--- config.mk ---
export PLATFORM = sky130hd
export DESIGN_NAME = irq_gate_ctrl
export DESIGN_NICKNAME = d
export VERILOG_FILES = /design/src/rtl/irq_gate_pkg.sv /design/src/rtl/pin_fall_detect.sv /design/src/rtl/irq_ctl_reg.sv /design/src/rtl/irq_seq_fsm.sv /design/src/rtl/irq_gate_ctrl.sv
export SDC_FILE = /design/constraint.sdc
export NUM_CORES = 1
export LEC_CHECK = 0
export ABC_AREA = 1
export BUFFER_PORTS_ARGS = -buffer_cell sky130_fd_sc_hd__buf_2
export CORE_MARGIN = 1.5
export CORE_UTILIZATION = 43
export CTS_CLUSTER_DIAMETER = 60
export CTS_CLUSTER_SIZE = 12
export DETAILED_ROUTE_END_ITERATION = 12
export PLACE_DENSITY = 0.94
export SETUP_SLACK_MARGIN = 0.2
export SYNTH_ARGS = -nofsm -noshare
export SYNTH_HDL_FRONTEND = slang
export SYNTH_SLANG_ARGS = --single-unit
--- constraint.sdc ---
create_clock -name clk -period 2.5 [get_ports clk]
set_input_delay 0.25 -clock clk [delete_from_list [all_inputs] [get_ports clk]]
set_output_delay 0.25 -clock clk [all_outputs]
set_load 0.1 [all_outputs]
--- src/rtl/irq_gate_pkg.sv ---
package irq_gate_pkg;

    typedef enum logic [1:0] {
        ST_IDLE,
        ST_HOLD,
        ST_GRANT,
        ST_MASKED
    } seq_state_e;

    typedef enum logic {
        SRC_EXT,
        SRC_TMR
    } irq_src_e;

    localparam int unsigned BIT_GIE   = 0;
    localparam int unsigned BIT_EXTEN = 1;
    localparam int unsigned BIT_TMREN = 2;
    localparam int unsigned BIT_EXTFL = 4;
    localparam int unsigned BIT_TMRFL = 5;

endpackage

--- src/rtl/pin_fall_detect.sv ---
module pin_fall_detect #(
    parameter int unsigned STAGES = 2
) (
    input  logic clk,
    input  logic rst_n,
    input  logic pin,
    output logic fall
);
    localparam int unsigned LAST = STAGES - 1;

    // chain[0..STAGES-1] synchronizer, chain[STAGES] previous synced value
    logic [STAGES:0] chain;

    always_ff @(posedge clk or negedge rst_n) begin
        if (!rst_n) begin
            chain <= '1;
        end else begin
            chain[0] <= pin;
        end
    end

    genvar g;
    generate
        for (g = 1; g <= STAGES; g++) begin : g_stage
            always_ff @(posedge clk or negedge rst_n) begin
                if (!rst_n) chain[g] <= 1'b1;
                else        chain[g] <= chain[g-1];
            end
        end
    endgenerate

    assign fall = chain[STAGES] & ~chain[LAST];

endmodule

--- src/rtl/irq_ctl_reg.sv ---
module irq_ctl_reg
    import irq_gate_pkg::*;
#(
    parameter int unsigned DATA_W = 8
) (
    input  logic              clk,
    input  logic              rst_n,
    input  logic              wr_hit,
    input  logic [DATA_W-1:0] wdata,
    input  logic              ext_evt,
    input  logic              tmr_evt,
    input  logic              ack,
    input  irq_src_e          ack_src,
    input  logic              reti,
    output logic              gie,
    output logic              ext_en,
    output logic              tmr_en,
    output logic              ext_flag,
    output logic              tmr_flag,
    output logic [DATA_W-1:0] reg_val
);
    logic gie_d, ext_en_d, tmr_en_d, ext_flag_d, tmr_flag_d;

    always_comb begin
        gie_d      = gie;
        ext_en_d   = ext_en;
        tmr_en_d   = tmr_en;
        ext_flag_d = ext_flag;
        tmr_flag_d = tmr_flag;
        if (wr_hit) begin
            gie_d      = wdata[BIT_GIE];
            ext_en_d   = wdata[BIT_EXTEN];
            tmr_en_d   = wdata[BIT_TMREN];
            ext_flag_d = wdata[BIT_EXTFL];
            tmr_flag_d = wdata[BIT_TMRFL];
        end
        if (reti) gie_d = 1'b1;
        if (ack) begin
            gie_d = 1'b0;
            if (ack_src == SRC_EXT) ext_flag_d = 1'b0;
            else                    tmr_flag_d = 1'b0;
        end
        // new events are always recorded
        if (ext_evt) ext_flag_d = 1'b1;
        if (tmr_evt) tmr_flag_d = 1'b1;
    end

    always_ff @(posedge clk or negedge rst_n) begin
        if (!rst_n) begin
            gie      <= 1'b0;
            ext_en   <= 1'b0;
            tmr_en   <= 1'b0;
            ext_flag <= 1'b0;
            tmr_flag <= 1'b0;
        end else begin
            gie      <= gie_d;
            ext_en   <= ext_en_d;
            tmr_en   <= tmr_en_d;
            ext_flag <= ext_flag_d;
            tmr_flag <= tmr_flag_d;
        end
    end

    always_comb begin
        reg_val            = '0;
        reg_val[BIT_GIE]   = gie;
        reg_val[BIT_EXTEN] = ext_en;
        reg_val[BIT_TMREN] = tmr_en;
        reg_val[BIT_EXTFL] = ext_flag;
        reg_val[BIT_TMRFL] = tmr_flag;
    end

    // an edge event always lands in the flag
    a_r2_ext_flag_set: assert property (@(posedge clk) disable iff (!rst_n)
        ext_evt |=> ext_flag);
    // a timer pulse always lands in the flag
    a_r3_tmr_flag_set: assert property (@(posedge clk) disable iff (!rst_n)
        tmr_evt |=> tmr_flag);
    // acknowledge masks further interrupts
    a_r6_gie_cleared: assert property (@(posedge clk) disable iff (!rst_n)
        ack |=> !gie);

endmodule

--- src/rtl/irq_seq_fsm.sv ---
module irq_seq_fsm
    import irq_gate_pkg::*;
(
    input  logic     clk,
    input  logic     rst_n,
    input  logic     gie,
    input  logic     pend_ext,
    input  logic     pend_tmr,
    input  logic     stack_full,
    output logic     grant,
    output irq_src_e grant_src
);
    seq_state_e state_q, state_d;
    irq_src_e   src_q, src_d;
    logic       ready;

    assign ready = gie & (pend_ext | pend_tmr);

    always_comb begin
        state_d = state_q;
        src_d   = src_q;
        unique case (state_q)
            ST_IDLE: begin
                if (ready) state_d = stack_full ? ST_HOLD : ST_GRANT;
            end
            ST_HOLD: begin
                if (!ready)           state_d = ST_IDLE;
                else if (!stack_full) state_d = ST_GRANT;
            end
            ST_GRANT: begin
                state_d = ST_MASKED;
            end
            ST_MASKED: begin
                if (gie) state_d = ST_IDLE;
            end
            default: state_d = ST_IDLE;
        endcase
        if (state_d == ST_GRANT && state_q != ST_GRANT)
            src_d = pend_ext ? SRC_EXT : SRC_TMR;
    end

    always_ff @(posedge clk or negedge rst_n) begin
        if (!rst_n) begin
            state_q <= ST_IDLE;
            src_q   <= SRC_EXT;
        end else begin
            state_q <= state_d;
            src_q   <= src_d;
        end
    end

    always_comb begin
        grant     = (state_q == ST_GRANT);
        grant_src = src_q;
    end

    // a grant never follows a cycle with the stack full
    a_r8_full_blocks: assert property (@(posedge clk) disable iff (!rst_n)
        (state_q == ST_GRANT) |-> !$past(stack_full));
    // with global enable clear the masked state cannot grant
    a_r7_masked_no_grant: assert property (@(posedge clk) disable iff (!rst_n)
        (state_q == ST_MASKED && !gie) |=> (state_q != ST_GRANT));

endmodule

--- src/rtl/irq_gate_ctrl.sv ---
module irq_gate_ctrl
    import irq_gate_pkg::*;
#(
    parameter int unsigned ADDR_W      = 8,
    parameter int unsigned DATA_W      = 8,
    parameter int unsigned PC_W        = 12,
    parameter int unsigned SYNC_STAGES = 2,
    parameter logic [ADDR_W-1:0] CTL_ADDR = 8'h0B,
    parameter logic [PC_W-1:0]   EXT_VEC  = 12'h004,
    parameter logic [PC_W-1:0]   TMR_VEC  = 12'h008
) (
    input  logic              clk,
    input  logic              rst_n,
    input  logic              ext_irq_n,
    input  logic              tmr_ovf,
    input  logic              stack_full,
    input  logic              reti,
    input  logic              bus_wr,
    input  logic [ADDR_W-1:0] bus_addr,
    input  logic [DATA_W-1:0] bus_wdata,
    output logic [DATA_W-1:0] bus_rdata,
    output logic              branch_req,
    output logic              pc_push,
    output logic [PC_W-1:0]   branch_vec,
    output logic              wake
);
    logic        ext_fall;
    logic        addr_hit;
    logic        gie, ext_en, tmr_en, ext_flag, tmr_flag;
    logic        grant;
    irq_src_e    grant_src;
    logic [DATA_W-1:0] reg_val;

    assign addr_hit = (bus_addr == CTL_ADDR);

    pin_fall_detect #(.STAGES(SYNC_STAGES)) u_edge (
        .clk  (clk),
        .rst_n(rst_n),
        .pin  (ext_irq_n),
        .fall (ext_fall)
    );

    irq_ctl_reg #(.DATA_W(DATA_W)) u_reg (
        .clk     (clk),
        .rst_n   (rst_n),
        .wr_hit  (bus_wr & addr_hit),
        .wdata   (bus_wdata),
        .ext_evt (ext_fall),
        .tmr_evt (tmr_ovf),
        .ack     (grant),
        .ack_src (grant_src),
        .reti    (reti),
        .gie     (gie),
        .ext_en  (ext_en),
        .tmr_en  (tmr_en),
        .ext_flag(ext_flag),
        .tmr_flag(tmr_flag),
        .reg_val (reg_val)
    );

    irq_seq_fsm u_fsm (
        .clk       (clk),
        .rst_n     (rst_n),
        .gie       (gie),
        .pend_ext  (ext_flag & ext_en),
        .pend_tmr  (tmr_flag & tmr_en),
        .stack_full(stack_full),
        .grant     (grant),
        .grant_src (grant_src)
    );

    always_comb begin
        branch_req = grant;
        pc_push    = grant;
        branch_vec = (grant_src == SRC_EXT) ? EXT_VEC : TMR_VEC;
        wake       = (ext_flag & ext_en) | (tmr_flag & tmr_en);
        bus_rdata  = addr_hit ? reg_val : '0;
    end

    // a branch request lasts a single cycle
    a_r4_single_pulse: assert property (@(posedge clk) disable iff (!rst_n)
        branch_req |=> !branch_req);
    // a return strobe re-arms the global enable
    a_r9_reti_arms: assert property (@(posedge clk) disable iff (!rst_n)
        (reti && !grant) |=> bus_rdata[BIT_GIE] || (bus_addr != CTL_ADDR) || $past(bus_addr) != bus_addr || $past(bus_wr));

endmodule

==> results_dict.tcl <==
set metrics [dict create \
    hold_viol 0 \
    clk-insertion-delay-late_ps 260 \
    htreeDepth 1 \
    layout.cells.most_common "buf_2" \
    wire_per_inst_um 9.33 \
    fillers 141 \
    rsz0062_at_grt "false" \
    maxUsedRoutingLayer "met4" \
    r2r_slack_ps 1460 \
    avgSynthCellArea_sq_um 7.52 \
    crit_chain "inv_1, nor2_2, buf_2" \
    critical_path_buf_inv_count 2 \
    design.die.area_sq_um 1820 \
    rr_worst_depth 4 \
    startpoint "u_fsm.state_q[1]" \
    dp_hpwl_mm 1.07 \
    gp_congestion 0.829 \
    drt_iter0_markers 11 \
    setup_viol 0 \
    route.met2.wl_um 656 \
    maxCapViolCount 0 \
    overflow 0 \
    synthToLayoutAreaGrowth_pct 19.8 \
    slowest_delay_ps 480 \
    max_freq_ghz 0.609 \
    outcome "completed" \
    die_w_um 42.7 \
    r2r-end "u_fsm.grant_src" \
    ir_drop_v 0.000696 \
    yosysWarnings 0 \
    finalNonFillerCells 137 \
    final_core_util_pct 54.5 \
    cp_max_fo 6 \
    placed_cells 132 \
    worst_r2r_startpoint "u_reg.tmr_en" \
    power.leakage_uw 0.000507 \
    synth_seq_cells 11 \
    die_y_um 42.7 \
    finClkSkew_ps 2.09 \
    yosysSeqAreaShare_pct 41.2 \
    cts.sinks 11 \
    drive_gt1_share_pct 34.7 \
    worstHoldPathType "input pin to register" \
    arrival_ps 1390 \
    min_path_cells 1 \
    vias_per_cell 4.38 \
    grt_use_total_pct 16.3 \
    vias 600 \
    grt_pass1_wl_mm 2.26 \
    port_buffers 29 \
    pre_cts_ws_ps 912 \
    post_cts.repair.setup_buffers 0 \
    min_from "ext_irq_n" \
    first_pass_iters 4 \
    grt_pass1_vias 599 \
    wl_met3_um 81 \
    crit_required_ps 2250 \
    yosysUniqueCellTypes 18 \
    holdWs_ps 81.0 \
    path_clk_slew_ps 70 \
    cts_buffer_depth 2 \
    startpoint_type "register" \
    initial_utilization_pct 45.5 \
    syn_inst 90 \
    io_pins 46 \
    layout_common_cells "buf_2, nand2_1, inv_1" \
    wl_mm 1.28 \
    core_area_sq_um 1490 \
    cts_inserted_buffers 3 \
    antenna_found_initial 0 \
    grt_max_degree 12 \
    floorplan.rows 14 \
    worst_slack_ps 859 \
    critical_path_class "register to output pin" \
    drcViolationCount 0 \
    slew_violations 0 \
    fin_setup_tns_ps 0 \
    fin_crit_ps 1640 \
    nets 145 \
    crit_family "buffers and inverters" \
    ant_nets 0 \
    crit_path_end_kind "output pin" \
    hold_end "u_edge.chain[0]" \
    n_antenna_cell 0 \
    root_buffer "clkbuf_4" \
    synthesis.area_sq_um 677 \
    power.density_nw_per_um2 1160 \
    wl_met1_um 526 \
    cpMaxStageDelayCell "buf_2" \
    tritoncts "built" \
    finalCritPeriodShare_pct 65.6 \
]
==> layout make-up <==
class	count	area (sq um)	share of cell area (%)
clock buffers	4	26.3	3.24
inverters	19	72.6	8.95
multi-input cells	57	258	31.8
flip-flops and latches	11	279	34.4
well taps	16	20.0	2.47
repair buffers	30	155	19.1
==> layer usage <==
layer / vias up / global-route usage (%)
met1: 268 / 17.9
met3: 2 / 2.98
met5: - / 0
met2: 28 / 29.7
met4: 0 / 7.50
li1: 302 / -
==> what timing repair did <==
| action | 4_1_cts | 5_1_grt |
|---|---|---|
| resized for setup | 0 | 0 |
| hold buffers | 1 | 0 |
| hold endpoints to repair | 8 | 0 |
==> how the worst max path moves through the flow <==
stage          slack (ps)  cells after the start      endpoint
2_1_floorplan         360                      5  bus_rdata[0]
3_3_place_gp          940                      7  bus_rdata[4]
3_5_place_dp          910                      7  bus_rdata[4]
4_1_cts               850                      3       pc_push
5_1_grt               790                      3       pc_push
6_report              860                      3       pc_push
==> cells in the mapped netlist (all sizes together) <==
cell type	n	share of area (%)
conb	1	0.55
a21oi	1	0.74
clkinv	1	0.74
dfrtp	8	30
o21ai	3	2.8
nand3	5	4.4
nand4	4	3.7
dfstp	3	12
nor2	9	6.1
inv	18	10
or2	1	0.92
nand2	20	11
o21a	1	1.1
buf	15	17
==> state kept, by name (all words and copies together), names as in the netlist <==
name,count
u_reg.tmr_flag,1
u_fsm.grant_src,1
u_fsm.state_q,2
u_reg.tmr_en,1
u_reg.ext_en,1
u_reg.ext_flag,1
u_reg.gie,1
u_edge.chain,3
==> metrics by stage <==
| step | total power, uW | instance area [sq um] |
|---|---|---|
| 2_1_floorplan | 777 | 722 |
| 3_3_place_gp | 807 | 774 |
| 3_5_place_dp | 822 | 774 |
| 4_1_cts | 944 | 811 |
| 5_1_grt | 992 | 811 |
| 6_report | 939 | 811 |
==> where the power goes <==
group          leakage, uW  total [uW]  internal [uW]  switching (uW)
logic             0.000376         562           88.5             473
registers         0.000116         257            229            28.7
clock network    0.0000150         120           61.7            57.9
==> kinds of logic after synthesis <==
kind of cell | after synthesis | synth area share, %
DFF | 11 | 41.2
AOI/OAI and AO/OA | 5 | 4.62
other | 1 | 0.554
and+or+nand+nor | 39 | 26.2
buffers and inverters | 34 | 27.4
(Power assumes the default switching activity.)
